===== src/rtl/ac_i2c_pkg.sv =====
package ac_i2c_pkg;
  localparam int NREG  = 8;
  localparam int DW    = 8;
  localparam int IDXW  = 4;
  localparam int RW    = $clog2(NREG);
  localparam int SEL_IDX = 0;

  typedef enum logic [2:0] {
    PH_IDLE, PH_ADDR, PH_SUB, PH_DATA, PH_SKIP
  } phase_e;

  function automatic logic [DW-1:0] reg_default(input int i);
    case (i)
      0:       return 8'h02;
      1:       return 8'h0E;
      2:       return 8'h70;
      3:       return 8'h07;
      4:       return 8'h0E;
      5:       return 8'h0E;
      default: return 8'hF8;
    endcase
  endfunction
endpackage


===== src/rtl/ac_line_sync.sv =====
module ac_line_sync #(
  parameter int STAGES = 2
) (
  input  logic clk,
  input  logic rst_n,
  input  logic d_i,
  output logic lvl_o,
  output logic rise_o,
  output logic fall_o
);
  logic [STAGES:0] sh_q;
  logic [STAGES:0] sh_n;

  always_comb sh_n = {sh_q[STAGES-1:0], d_i};

  always_ff @(posedge clk or negedge rst_n) begin
    if (!rst_n) sh_q <= '1;
    else        sh_q <= sh_n;
  end

  assign lvl_o  = sh_q[STAGES-1];
  assign rise_o = sh_q[STAGES-1] & ~sh_q[STAGES];
  assign fall_o = ~sh_q[STAGES-1] & sh_q[STAGES];
endmodule


===== src/rtl/ac_byte_rx.sv =====
module ac_byte_rx
  import ac_i2c_pkg::*;
#(
  parameter logic [6:0] ADDR7 = 7'h44
) (
  input  logic          clk,
  input  logic          rst_n,
  input  logic          scl_lvl,
  input  logic          scl_rise,
  input  logic          scl_fall,
  input  logic          sda_lvl,
  input  logic          sda_rise,
  input  logic          sda_fall,
  output logic          byte_vld_o,
  output logic [DW-1:0] byte_o,
  output phase_e        kind_o,
  output logic          sda_oe_o
);
  localparam logic [DW-1:0] ADDR_BYTE = {ADDR7, 1'b0};

  phase_e        phase_q, phase_n, kind_q, kind_n;
  logic [3:0]    cnt_q, cnt_n;
  logic [DW-1:0] sh_q, sh_n, nxt_byte;
  logic          oe_q, oe_n, ackp_q, ackp_n, vld_q, vld_n;
  logic          start_c, stop_c;

  assign start_c  = scl_lvl & sda_fall;
  assign stop_c   = scl_lvl & sda_rise;
  assign nxt_byte = {sh_q[DW-2:0], sda_lvl};

  always_comb begin
    phase_n = phase_q;
    kind_n  = kind_q;
    cnt_n   = cnt_q;
    sh_n    = sh_q;
    oe_n    = oe_q;
    ackp_n  = ackp_q;
    vld_n   = 1'b0;
    if (stop_c) begin
      phase_n = PH_IDLE;
      cnt_n   = '0;
      oe_n    = 1'b0;
    end else if (start_c) begin
      phase_n = PH_ADDR;
      cnt_n   = '0;
      oe_n    = 1'b0;
    end else if (phase_q != PH_IDLE) begin
      if (scl_rise && cnt_q < 4'd8) begin
        sh_n  = nxt_byte;
        cnt_n = cnt_q + 4'd1;
        if (cnt_q == 4'd7) begin
          vld_n  = 1'b1;
          kind_n = phase_q;
          ackp_n = 1'b0;
          case (phase_q)
            PH_ADDR: begin
              if (nxt_byte == ADDR_BYTE) begin
                phase_n = PH_SUB;
                ackp_n  = 1'b1;
              end else begin
                phase_n = PH_SKIP;
              end
            end
            PH_SUB:  begin phase_n = PH_DATA; ackp_n = 1'b1; end
            PH_DATA: ackp_n = 1'b1;
            default: ackp_n = 1'b0;
          endcase
        end
      end else if (scl_fall && cnt_q == 4'd8) begin
        cnt_n = 4'd9;
        oe_n  = ackp_q;
      end else if (scl_fall && cnt_q == 4'd9) begin
        cnt_n = '0;
        oe_n  = 1'b0;
      end
    end
  end

  always_ff @(posedge clk or negedge rst_n) begin
    if (!rst_n) begin
      phase_q <= PH_IDLE;
      kind_q  <= PH_IDLE;
      cnt_q   <= '0;
      sh_q    <= '0;
      oe_q    <= 1'b0;
      ackp_q  <= 1'b0;
      vld_q   <= 1'b0;
    end else begin
      phase_q <= phase_n;
      kind_q  <= kind_n;
      cnt_q   <= cnt_n;
      sh_q    <= sh_n;
      oe_q    <= oe_n;
      ackp_q  <= ackp_n;
      vld_q   <= vld_n;
    end
  end

  assign byte_vld_o = vld_q;
  assign byte_o     = sh_q;
  assign kind_o     = kind_q;
  assign sda_oe_o   = oe_q;

  // the pull-down starts only while the serial clock is low
  p_ack_on_low_r2: assert property (@(posedge clk) disable iff (!rst_n)
    $rose(oe_q) |-> !scl_lvl);
  // the pull-down is confined to the acknowledge slot
  p_ack_in_slot_r2: assert property (@(posedge clk) disable iff (!rst_n)
    oe_q |-> (cnt_q == 4'd9));
  // a rejected frame never drives the line
  p_skip_silent_r3: assert property (@(posedge clk) disable iff (!rst_n)
    (phase_q == PH_SKIP) |-> !oe_q);
  // a START always rearms address decoding
  p_start_rearm_r8: assert property (@(posedge clk) disable iff (!rst_n)
    (start_c && !stop_c) |=> (phase_q == PH_ADDR && cnt_q == 4'd0));
endmodule


===== src/rtl/ac_reg_bank.sv =====
module ac_reg_bank
  import ac_i2c_pkg::*;
(
  input  logic                   clk,
  input  logic                   rst_n,
  input  logic                   byte_vld,
  input  logic [DW-1:0]          byte_i,
  input  phase_e                 kind_i,
  output logic [NREG-1:0][DW-1:0] regs_o,
  output logic                   wr_stb_o,
  output logic [RW-1:0]          wr_idx_o,
  output logic                   illegal_o
);
  logic [NREG-1:0][DW-1:0] regs_q, regs_n;
  logic [IDXW-1:0]         idx_q, idx_n;
  logic                    inc_q, inc_n, stb_q, stb_n, ill_q, ill_n;
  logic [RW-1:0]           widx_q, widx_n;
  logic                    in_range;

  assign in_range = (idx_q[IDXW-1:RW] == '0);

  always_comb begin
    regs_n = regs_q;
    idx_n  = idx_q;
    inc_n  = inc_q;
    ill_n  = ill_q;
    widx_n = widx_q;
    stb_n  = 1'b0;
    if (byte_vld && kind_i == PH_SUB) begin
      idx_n = byte_i[IDXW-1:0];
      inc_n = byte_i[IDXW];
    end else if (byte_vld && kind_i == PH_DATA) begin
      if (in_range) begin
        regs_n[idx_q[RW-1:0]] = byte_i;
        stb_n  = 1'b1;
        widx_n = idx_q[RW-1:0];
        if (idx_q == IDXW'(SEL_IDX) && byte_i[1:0] == 2'b01) ill_n = 1'b1;
      end
      if (inc_q) idx_n = idx_q + 1'b1;
    end
  end

  always_ff @(posedge clk or negedge rst_n) begin
    if (!rst_n) begin
      for (int i = 0; i < NREG; i++) regs_q[i] <= reg_default(i);
      idx_q  <= '0;
      inc_q  <= 1'b0;
      ill_q  <= 1'b0;
      widx_q <= '0;
      stb_q  <= 1'b0;
    end else begin
      regs_q <= regs_n;
      idx_q  <= idx_n;
      inc_q  <= inc_n;
      ill_q  <= ill_n;
      widx_q <= widx_n;
      stb_q  <= stb_n;
    end
  end

  assign regs_o    = regs_q;
  assign wr_stb_o  = stb_q;
  assign wr_idx_o  = widx_q;
  assign illegal_o = ill_q;

  // register contents move only together with the strobe
  p_quiet_no_strobe_r9: assert property (@(posedge clk) disable iff (!rst_n)
    !stb_q |-> $stable(regs_q));
  // a strobe lasts one cycle, bytes arrive far apart
  p_strobe_single_r9: assert property (@(posedge clk) disable iff (!rst_n)
    stb_q |=> !stb_q);
  // the illegal-select flag never clears
  p_flag_sticky_r7: assert property (@(posedge clk) disable iff (!rst_n)
    ill_q |=> ill_q);
endmodule


===== src/rtl/audio_ctl_i2c_regs.sv =====
module audio_ctl_i2c_regs
  import ac_i2c_pkg::*;
#(
  parameter logic [6:0] ADDR7       = 7'h44,
  parameter int         SYNC_STAGES = 2
) (
  input  logic                     clk,
  input  logic                     rst_n,
  input  logic                     scl_i,
  input  logic                     sda_i,
  output logic                     sda_oe_o,
  output logic [NREG*DW-1:0]       regs_o,
  output logic                     wr_stb_o,
  output logic [RW-1:0]            wr_idx_o,
  output logic                     illegal_sel_o
);
  logic [1:0] rst_sh_q;
  logic       rst_s_n;

  always_ff @(posedge clk or negedge rst_n) begin
    if (!rst_n) rst_sh_q <= '0;
    else        rst_sh_q <= {rst_sh_q[0], 1'b1};
  end
  assign rst_s_n = rst_sh_q[1];

  logic [1:0] pin_in, lvl, rise, fall;
  assign pin_in = {sda_i, scl_i};

  for (genvar g = 0; g < 2; g++) begin : g_sync
    ac_line_sync #(.STAGES(SYNC_STAGES)) u_sync (
      .clk    (clk),
      .rst_n  (rst_s_n),
      .d_i    (pin_in[g]),
      .lvl_o  (lvl[g]),
      .rise_o (rise[g]),
      .fall_o (fall[g])
    );
  end

  logic                    bvld;
  logic [DW-1:0]           bdat;
  phase_e                  bkind;
  logic [NREG-1:0][DW-1:0] regs_w;

  ac_byte_rx #(.ADDR7(ADDR7)) u_rx (
    .clk        (clk),
    .rst_n      (rst_s_n),
    .scl_lvl    (lvl[0]),
    .scl_rise   (rise[0]),
    .scl_fall   (fall[0]),
    .sda_lvl    (lvl[1]),
    .sda_rise   (rise[1]),
    .sda_fall   (fall[1]),
    .byte_vld_o (bvld),
    .byte_o     (bdat),
    .kind_o     (bkind),
    .sda_oe_o   (sda_oe_o)
  );

  ac_reg_bank u_bank (
    .clk       (clk),
    .rst_n     (rst_s_n),
    .byte_vld  (bvld),
    .byte_i    (bdat),
    .kind_i    (bkind),
    .regs_o    (regs_w),
    .wr_stb_o  (wr_stb_o),
    .wr_idx_o  (wr_idx_o),
    .illegal_o (illegal_sel_o)
  );

  assign regs_o = regs_w;

  // only acknowledged frames store bytes, so a strobe never coincides with a drive of the line
  p_no_strobe_during_ack_r3: assert property (@(posedge clk) disable iff (!rst_s_n)
    wr_stb_o |-> !sda_oe_o);
endmodule


===== config.mk =====
export PLATFORM = sky130hd
export DESIGN_NAME = audio_ctl_i2c_regs
export DESIGN_NICKNAME = d
export VERILOG_FILES = /design/src/rtl/ac_i2c_pkg.sv /design/src/rtl/ac_line_sync.sv /design/src/rtl/ac_byte_rx.sv /design/src/rtl/ac_reg_bank.sv /design/src/rtl/audio_ctl_i2c_regs.sv
export SDC_FILE = /design/constraint.sdc
export NUM_CORES = 1
export LEC_CHECK = 0
export ABC_CLOCK_PERIOD_IN_PS = 4000
export BUFFER_PORTS_ARGS = -buffer_cell sky130_fd_sc_hd__buf_4
export CORE_AREA = 4 4 121 135
export CTS_BUF_LIST = sky130_fd_sc_hd__clkbuf_8
export CTS_CLUSTER_DIAMETER = 60
export DETAILED_ROUTE_END_ITERATION = 6
export DIE_AREA = 0 0 125 139
export PLACE_DENSITY = 0.51
export SYNTH_ARGS = -nofsm -noshare
export SYNTH_HDL_FRONTEND = slang
export SYNTH_SLANG_ARGS = --single-unit

===== constraint.sdc =====
create_clock -name clk -period 4 [get_ports clk]
set_input_delay 0.4 -clock clk [delete_from_list [all_inputs] [get_ports clk]]
set_output_delay 0.4 -clock clk [all_outputs]
set_load 0.01 [all_outputs]

==> flow_summary.yaml, run 1 <==
sta:
  hold_violations: 0
  max-slew-margin-rel: 0.254
  finalSetupViolations: 0
  timing.fmax_ghz: 0.441
  fin_worst_skew_ns: 0.0171
  timing.final.crit_share: 0.567
  maxSlewViolCount: 0
  rsz0062_at_grt: "false"
  holdWs_ns: 0.131
  tightest_slew_ns: 1.12
  fin_tns_setup_ns: 0
  period_needed_ns: 2.27
logic_synthesis:
  ys.flop_type: "dfrtp_1"
  yosys.area.top_type_share: 0.402
  yosysUniqueCellTypes: 47
  yosys.area.top_type: "dfrtp_1"
  synth_edf_count: 0
  ys_top_cells_by_area: "dfrtp_1, dfstp_2, mux2_4"
  syn_inst: 289
  syn-cell-area_um2: 4420
  synth_nets: 298
  synth_async_sr_flop_share: 1.00
  avgSynthCellArea_um2: 15.3
  ys_warn_count: 0
  ys_ff_latch: 103
  synth.yosys.seq_area_share: 0.592
layout:
  area_growth_pct: 20.7
  num_antenna_cells: 0
  final_nets: 369
  drive_gt1_frac: 0.551
  layout_common_cells: "buf_4, dfrtp_1, mux2_4"
  final_common_cell: "buf_4"
die:
  die_h_um: 139
  die_w_um: 125
  ios: 74
  core_area_um2: 14900
  row_count: 47
  die_area_um2: 17400
  start_util: 0.296
setup_path:
  cp-end-kind: "flop"
  startpoint_type: "flop"
  required_ns: 4.26
  cp-endpoint: "u_bank.regs_o[36]"
  cp_max_fo: 11
  cp.arrival_ns: 2.53
  startpoint: "u_rx.kind_o[2]"
  r2r_end: "u_bank.regs_o[36]"
  timing.rr.start: "u_rx.kind_o[2]"
  path_class: "reg2reg"
  r2r_cells: 4
  rrSetupSlack_ns: 1.73
clock_tree:
  path_clk_slew_ns: 0.10
  cts_buffers: 9
  ctsHoldBuffers: 1
  cts_tree: "done"
  cts.sinks: 103
  cts_setup_buffers: 0
  cts.path.max_buffers: 2
  htree_levels: 3
  worstSkewPairLatency_ns: 0.37
  cts-resized-gates: 0
  clock-root-buffer: "clkbuf_8"
route:
  routed_wl_um: 9720
  post_drt_wl_per_cell_um: 17.3
  via_per_inst: 4.49
  detail_route.iter0.violations: 134
  vias: 2517
  detail-route-antenna-nets: 0
  remaining_drc_errors: 0
  dr.pass1.iters: 4
outcome:
  status: "finished, final reports clean"
power:
  netSwitchingPower_uw: 553
  p_sw_frac: 0.283
  p_clk_frac: 0.317
  p_int_mw: 1.40
  combPwrFrac: 0.052
  power_mw: 1.95
  ir_drop_mv: 0.182
  sequentialPowerShare: 0.631
  powerDensity_nw_per_um2: 366
  p_leak_nw: 2.65
hold_path:
  min_path_type: "in2reg"
placement:
  dp_hpwl_um: 6550
  portBuffers: 73
  gp_congestion: 0.727
global_routing:
  grt.total_usage: 0.115
  antenna_found_initial: 0
  grt_max_degree: 87
  grt_pass1_vias: 2599
  grt_overflow: 0
  grt_pass1_wl_um: 15700
flow_run:
  cap_violations: 0
[power groups by stage]
stage / registers (mW) / logic, mW / clock network [mW]
after floorplan: 1.14 / 0.131 / 0
after global placement: 1.26 / 0.100 / 0
after detailed placement: 1.26 / 0.102 / 0
after CTS: 1.24 / 0.104 / 0.644
after global routing: 1.25 / 0.115 / 0.685
final: 1.23 / 0.102 / 0.619
[flip-flops by register name, summed over array words and instances, names as in the netlist, 2 cells and up]
signal,count
u_bank.wr_idx_o,3
rst_sh_q,2
u_rx.phase_q,3
u_rx.kind_o,3
u_bank.regs_o,64
u_rx.cnt_q,4
u_bank.idx_q,4
u_rx.byte_o,8
g_sync.u_sync.sh_q,6
[logic make-up after synthesis]
kind of cell,Yosys count,share of synthesized area
compound gates,24,0.0326
xor+xnor,3,0.00595
fa+ha+maj,5,0.0142
buf+inv,22,0.0241
flops,103,0.592
mux,84,0.244
other cells,1,0.000848
simple gates,47,0.0863
[worst max-delay path, cell delays in order, from the launching register on]
cell     delay (ns)
dfrtp_1        0.39
and3b_1        0.48
and3b_1        0.45
nand4_1        0.43
mux2_2         0.41
[Yosys cell counts, drive strengths merged, types with 3 or more instances]
cell,instances
dfstp,32
o22ai,6
nand2,7
ha,5
clkbuf,8
nand4,6
mux2,82
inv,7
a21oi,7
dfrtp,71
o21ai,4
nor2,3
nand3,7
buf,7
nor3,6
[through the flow]
step	cell area (um2)	setup WS, ns	instances	utilization
after global routing	5340	1.57	561	0.357
final	5340	1.73	561	0.357
after CTS	5340	1.73	561	0.357
after floorplan	4420	0.974	289	-
after detailed placement	5140	1.74	544	0.344
after global placement	5140	1.78	544	0.344
[worst min path at each step]
| stage | cells past startpoint | to | start | slack [ns] |
|---|---|---|---|---|
| after floorplan | 0 | rst_sh_q[0] | rst_n | 0.10 |
| after global placement | 1 | rst_sh_q[0] | rst_n | 0.18 |
| after detailed placement | 1 | rst_sh_q[0] | rst_n | 0.19 |
| after CTS | 1 | g_sync[1].u_sync.sh_q[0] | sda_i | 0.11 |
| after global routing | 1 | g_sync[1].u_sync.sh_q[0] | sda_i | 0.10 |
| final | 1 | g_sync[1].u_sync.sh_q[0] | sda_i | 0.13 |
[metal layers]
metal,routed length (um),GRT usage,vias up
met5,0,0,-
met4,166,0.0457,0
met3,384,0.0243,10
met2,4480,0.170,47
met1,4690,0.164,1278
li1,-,-,1182
[layout make-up]
cell class	instances	area, um2
fill	1460	9600
sequential	103	2620
multi-input combinational	164	1700
timing repair buffer	75	566
tap	196	245
clock buffer	11	151
clock inverter	5	31.3
inverter	7	26.3
Power figures use the tool's default switching activity.
==> run 2, diff against run 1 <==
--- a/config.mk
+++ b/config.mk
@@ -5,7 +5,7 @@
 export SDC_FILE = /design/constraint.sdc
 export NUM_CORES = 1
 export LEC_CHECK = 0
-export ABC_CLOCK_PERIOD_IN_PS = 4000
+export ABC_CLOCK_PERIOD_IN_PS = 2200
 export BUFFER_PORTS_ARGS = -buffer_cell sky130_fd_sc_hd__buf_4
 export CORE_AREA = 4 4 121 135
 export CTS_BUF_LIST = sky130_fd_sc_hd__clkbuf_8
==> constraint.sdc (replaced) <==
create_clock -name clk -period 2.2 [get_ports clk]
set_input_delay 0.22 -clock clk [delete_from_list [all_inputs] [get_ports clk]]
set_output_delay 0.22 -clock clk [all_outputs]
set_load 0.01 [all_outputs]
==> flow_summary.yaml, run 2 (synthesis results as in run 1) <==
power:
  ir_drop_mv: 0.330
  sequentialPowerShare: 0.577
  p_int_mw: 2.54
  powerDensity_nw_per_um2: 655
  netSwitchingPower_mw: 1.05
  combPwrFrac: 0.116
  p_sw_frac: 0.293
  p_leak_nw: 2.75
  p_clk_frac: 0.306
placement:
  placed_area_um2: 5290
  gp_congestion: 0.763
  dp_hpwl_um: 6910
  dp.cells: 561
  place_ws_ns: 0.278
  portBuffers: 73
layout:
  final_cell_count_no_fill: 580
  num_antenna_cells: 0
  multi_input_area_um2: 1700
  register_area_um2: 2620
  n_fill_cell: 1467
  final_common_cell: "buf_4"
  final_util: 0.368
  largest_reg_flops: 64
  final_nets: 388
  drive_gt1_frac: 0.568
  layout_common_cells: "buf_4, dfrtp_1, mux2_4"
  area_growth_pct: 24.2
  design_area_um2: 5490
clock_tree:
  htree_levels: 3
  cts.path.max_buffers: 2
  worstSkewPairLatency_ns: 0.38
  cts_buffers: 9
  path_clk_slew_ns: 0.10
  cts.sinks: 103
  clock-root-buffer: "clkbuf_8"
  cts_tree: "done"
  cts-resized-gates: 0
  cts_setup_buffers: 0
setup_path:
  path_common_cell: "and3b_1"
  slowest_delay_ns: 0.42
  required_ns: 2.47
  startpoint_type: "flop"
  r2r_cells: 4
  cp_max_fo: 8
  path_class: "reg2reg"
  critical_path_buf_inv_count: 0
  slowest_stage: "mux2_2"
  cp.arrival_ns: 2.17
  worst-path-stages: 4
  cp-end-kind: "flop"
  critical_path.cell_chain: "and3b_1, and3b_1, nand4_1, mux2_2"
  path_delay_family: "simple AND/OR/NAND/NOR gates"
sta:
  tightest_slew_ns: 0.571
  hold_violations: 0
  period_needed_ns: 1.90
  fin_worst_skew_ns: 0.0117
  finalWorstSetupSlack_ns: 0.300
  maxSlewViolCount: 0
  fin_tns_setup_ns: 0
  max-slew-margin-rel: 0.619
  timing.fmax_ghz: 0.526
  timing.final.crit_share: 0.864
  rsz0062_at_grt: "false"
  finalSetupViolations: 0
route:
  post_drt_wl_per_cell_um: 17.4
  remaining_drc_errors: 0
  detail-route-antenna-nets: 0
  via_per_inst: 4.60
  dr.pass1.iters: 4
  detail_route.iter0.violations: 92
  routed_wl_um: 10100
  vias: 2669
die:
  die_h_um: 139
  row_count: 47
  ios: 74
  start_util: 0.296
  die_area_um2: 17400
  core_area_um2: 14900
  die_w_um: 125
global_routing:
  grt_overflow: 0
  grt_max_degree: 40
  grt_pass1_wl_um: 16300
  grt_pass1_vias: 2870
  antenna_found_initial: 0
  grt.total_usage: 0.119
hold_path:
  min_path_type: "in2async"
flow_run:
  cap_violations: 0
outcome:
  status: "finished, final reports clean"
==> run 2: timing repair <==
action                                 4_1_cts  5_1_grt
endpoints found under the hold margin        4        0
setup endpoints to repair                    0        0
hold buffers                                 3        0
==> run 2: path summary, 6_finish.rpt <==
| check | from | end | slack, ns |
|---|---|---|---|
| max | u_rx.kind_o[2] | u_bank.regs_o[36] | 0.30 |
| min | rst_n | rst_sh_q[1] | 0.15 |
| max reg2reg | u_rx.kind_o[2] | u_bank.regs_o[36] | 0.30 |
| min reg2reg | rst_sh_q[1] | u_rx.byte_o[0] | 0.26 |
| max in group asynchronous | rst_sh_q[1] | u_bank.regs_o[26] | 1.26 |
| min in group clk | rst_sh_q[0] | rst_sh_q[1] | 0.36 |
==> run 2: layout make-up <==
class	instances	share of cell area
Sequential cell	103	0.477
Multi-Input combinational cell	164	0.309
Timing Repair Buffer	94	0.132
Tap cell	196	0.0447
Clock buffer	9	0.0226
Clock inverter	7	0.00957
Inverter	7	0.00478
==> run 2: metrics by stage <==
step,power (mW),hold slack [ns]
after detailed placement,2.54,0.00751
after CTS,3.67,0.135
final,3.60,0.153
after global routing,3.80,0.133
after global placement,2.53,0.00320
after floorplan,2.32,-0.0756
==> run 2: power groups by stage <==
stage          clock network [mW]  logic, mW  registers, mW
2_1_floorplan                   0      0.238           2.08
3_3_place_gp                    0      0.417           2.11
3_5_place_dp                    0      0.426           2.12
4_1_cts                      1.16      0.432           2.08
5_1_grt                      1.24      0.465           2.09
6_report                     1.10      0.418           2.08
==> run 2: routing by layer <==
layer,track usage,share of wire,vias to the layer above
li1,-,-,1220
met1,0.160,0.48,1382
met2,0.188,0.47,54
met3,0.0243,0.030,13
met4,0.0497,0.016,0
met5,0,0,-
==> run 3, diff against run 2 <==
--- a/config.mk
+++ b/config.mk
@@ -7,12 +7,13 @@
 export LEC_CHECK = 0
 export ABC_CLOCK_PERIOD_IN_PS = 2200
 export BUFFER_PORTS_ARGS = -buffer_cell sky130_fd_sc_hd__buf_4
-export CORE_AREA = 4 4 121 135
+export CORE_AREA = 4 4 120 134
 export CTS_BUF_LIST = sky130_fd_sc_hd__clkbuf_8
 export CTS_CLUSTER_DIAMETER = 60
 export DETAILED_ROUTE_END_ITERATION = 6
-export DIE_AREA = 0 0 125 139
+export DIE_AREA = 0 0 124 138
 export PLACE_DENSITY = 0.51
 export SYNTH_ARGS = -nofsm -noshare
 export SYNTH_HDL_FRONTEND = slang
+export SYNTH_HIERARCHICAL = 1
 export SYNTH_SLANG_ARGS = --single-unit
==> flow_summary.yaml, run 3 <==
outcome:
  status: "finished, final reports clean"
sta:
  hold_violations: 0
  period_needed_ns: 1.97
  fin_worst_skew_ns: 0.0124
  timing.final.crit_share: 0.898
  tightest_slew_ns: 0.610
  fin_tns_setup_ns: 0
  finalSetupViolations: 0
  rsz0062_at_grt: "false"
  max-slew-margin-rel: 0.587
  timing.fmax_ghz: 0.506
  maxSlewViolCount: 0
  holdWs_ns: 0.154
flow_run:
  cap_violations: 0
hold_path:
  min_path_type: "in2async"
power:
  p_sw_frac: 0.291
  p_int_mw: 2.58
  netSwitchingPower_mw: 1.06
  sequentialPowerShare: 0.574
  p_leak_nw: 2.63
  power_mw: 3.64
  powerDensity_nw_per_um2: 675
  ir_drop_mv: 0.228
  combPwrFrac: 0.127
  p_clk_frac: 0.299
setup_path:
  slowest_stage: "dfstp_2"
  required_ns: 2.46
  rrSetupSlack_ns: 0.23
  startpoint_type: "flop"
  critical_path_buf_inv_count: 0
  cp-end-kind: "flop"
  cp_max_fo: 5
  r2r_cells: 5
  timing.rr.start: "g_sync[1].u_sync/sh_q[1]"
  r2r_end: "u_rx/kind_o[2]"
  slowest_delay_ns: 0.57
  cp.arrival_ns: 2.24
  path_delay_family: "simple AND/OR/NAND/NOR gates"
  critical_path.cell_chain: "and2b_2, o21a_1, or3_4, nor2_2, mux2_2"
  path_class: "reg2reg"
layout:
  final_nets: 396
  largest_reg_flops: 64
  area_growth_pct: 24.3
  final_common_cell: "buf_4"
  drive_gt1_frac: 0.574
  num_antenna_cells: 0
  layout_common_cells: "buf_4, dfrtp_1, mux2_2"
  design_area_um2: 5390
  n_fill_cell: 1439
placement:
  gp_congestion: 0.824
  placed_area_um2: 5190
  dp_hpwl_um: 6680
  portBuffers: 73
clock_tree:
  cts.sinks: 103
  cts_tree: "done"
  cts-resized-gates: 0
  cts.path.max_buffers: 2
  htree_levels: 3
  path_clk_slew_ns: 0.10
  cts_setup_buffers: 0
  cts_buffers: 9
  ctsHoldBuffers: 3
  clock-root-buffer: "clkbuf_8"
  worstSkewPairLatency_ns: 0.38
global_routing:
  grt_pass1_vias: 2791
  grt_overflow: 0
  grt_pass1_wl_um: 15200
  grt.total_usage: 0.116
  antenna_found_initial: 0
  grt_max_degree: 55
logic_synthesis:
  ys_ff_latch: 103
  ys_top_cells_by_area: "dfrtp_1, dfstp_2, mux2_2"
  syn-cell-area_um2: 4340
  yosys.area_share.simple: 0.0894
  synth_async_sr_flop_share: 1.00
  synth_mux_area_frac: 0.218
  synth_edf_count: 0
  yosys.area.top_type_share: 0.409
  synth_most_common_cell: "dfrtp_1"
  synth_top_family_by_area: "multiplexers"
  synth.yosys.seq_area_share: 0.603
  synth_nets: 304
  synthTopCellsByCount: "dfrtp_1, mux2_2, dfstp_2"
  syn_inst: 295
  avgSynthCellArea_um2: 14.7
  yosys.area.top_type: "dfrtp_1"
  ys_warn_count: 6
  synthAdderAreaFrac: 0.0144
  yosysUniqueCellTypes: 47
  synth_compound_area_frac: 0.0481
  synth_xor_area_frac: 0.00404
  ys.flop_type: "dfrtp_1"
die:
  core_area_um2: 14800
  ios: 74
  die_area_um2: 17100
  start_util: 0.294
  die_w_um: 124
  row_count: 47
  die_h_um: 138
route:
  remaining_drc_errors: 0
  routed_wl_um: 9710
  vias: 2673
  via_per_inst: 4.55
  dr.pass1.iters: 4
  detail_route.iter0.violations: 133
  detail-route-antenna-nets: 0
  post_drt_wl_per_cell_um: 16.5
## run 3: worst max-delay path by stage
stage | startpoint | endpoint | slack (ns) | cells after the start
floorplan | g_sync[1].u_sync/sh_q[1] | u_rx/kind_o[0] | 0.25 | 5
global placement | g_sync[1].u_sync/sh_q[1] | u_rx/kind_o[2] | 0.28 | 5
detailed placement | g_sync[1].u_sync/sh_q[1] | u_rx/ackp_q | 0.24 | 5
CTS | g_sync[1].u_sync/sh_q[1] | u_rx/kind_o[2] | 0.21 | 5
global route | g_sync[1].u_sync/sh_q[1] | u_rx/ackp_q | 0.12 | 5
finish | g_sync[1].u_sync/sh_q[1] | u_rx/kind_o[2] | 0.23 | 5
## run 3: kinds of logic (layout without fill, tap and decap cells)
family	after synthesis	after routing
buffers and inverters	17	114
multiplexers	76	76
AO/OA/AOI/OAI	34	34
flip-flops	103	103
adder cells (fa/ha/maj)	5	5
AND/OR/NAND/NOR	57	57
other	1	1
XOR/XNOR	2	2
## run 3: area by class of cell
type | count | area, um2 | share of cell area
Timing Repair Buffer | 90 | 696 | 0.129
Clock buffer | 10 | 138 | 0.0255
Sequential cell | 103 | 2620 | 0.486
Clock inverter | 6 | 36.3 | 0.00673
Multi-Input combinational cell | 175 | 1630 | 0.301
Inverter | 8 | 32.5 | 0.00603
Tap cell | 196 | 245 | 0.0455
## run 3: per-layer routing
layer / global-route usage / vias to the layer above / share of wire
li1: - / 1240 / -
met2: 0.177 / 72 / 0.46
met4: 0.0467 / 0 / 0.018
met3: 0.0249 / 12 / 0.057
met5: 0 / - / 0
met1: 0.159 / 1349 / 0.47
## run 3: worst register-to-register path, stage by stage (launching register included)
cell,delay [ns]
dfstp_2,0.57
and2b_2,0.23
o21a_1,0.20
or3_4,0.33
nor2_2,0.17
mux2_2,0.36
## run 3: stage by stage
| step | setup WS (ns) | util | cells |
|---|---|---|---|
| 6_report | 0.225 | 0.365 | 588 |
| 3_5_place_dp | 0.244 | 0.352 | 569 |
| 5_1_grt | 0.121 | 0.365 | 588 |
| 4_1_cts | 0.209 | 0.365 | 588 |
| 3_3_place_gp | 0.277 | 0.352 | 569 |
| 2_1_floorplan | 0.250 | - | 295 |
## run 3: power by group through the flow
stage          clock network [mW]  logic [mW]  registers, mW
2_1_floorplan                   0       0.181           2.14
3_3_place_gp                    0       0.451           2.13
3_5_place_dp                    0       0.471           2.12
4_1_cts                      1.15       0.474           2.09
5_1_grt                      1.22       0.505           2.11
6_report                     1.09       0.461           2.09
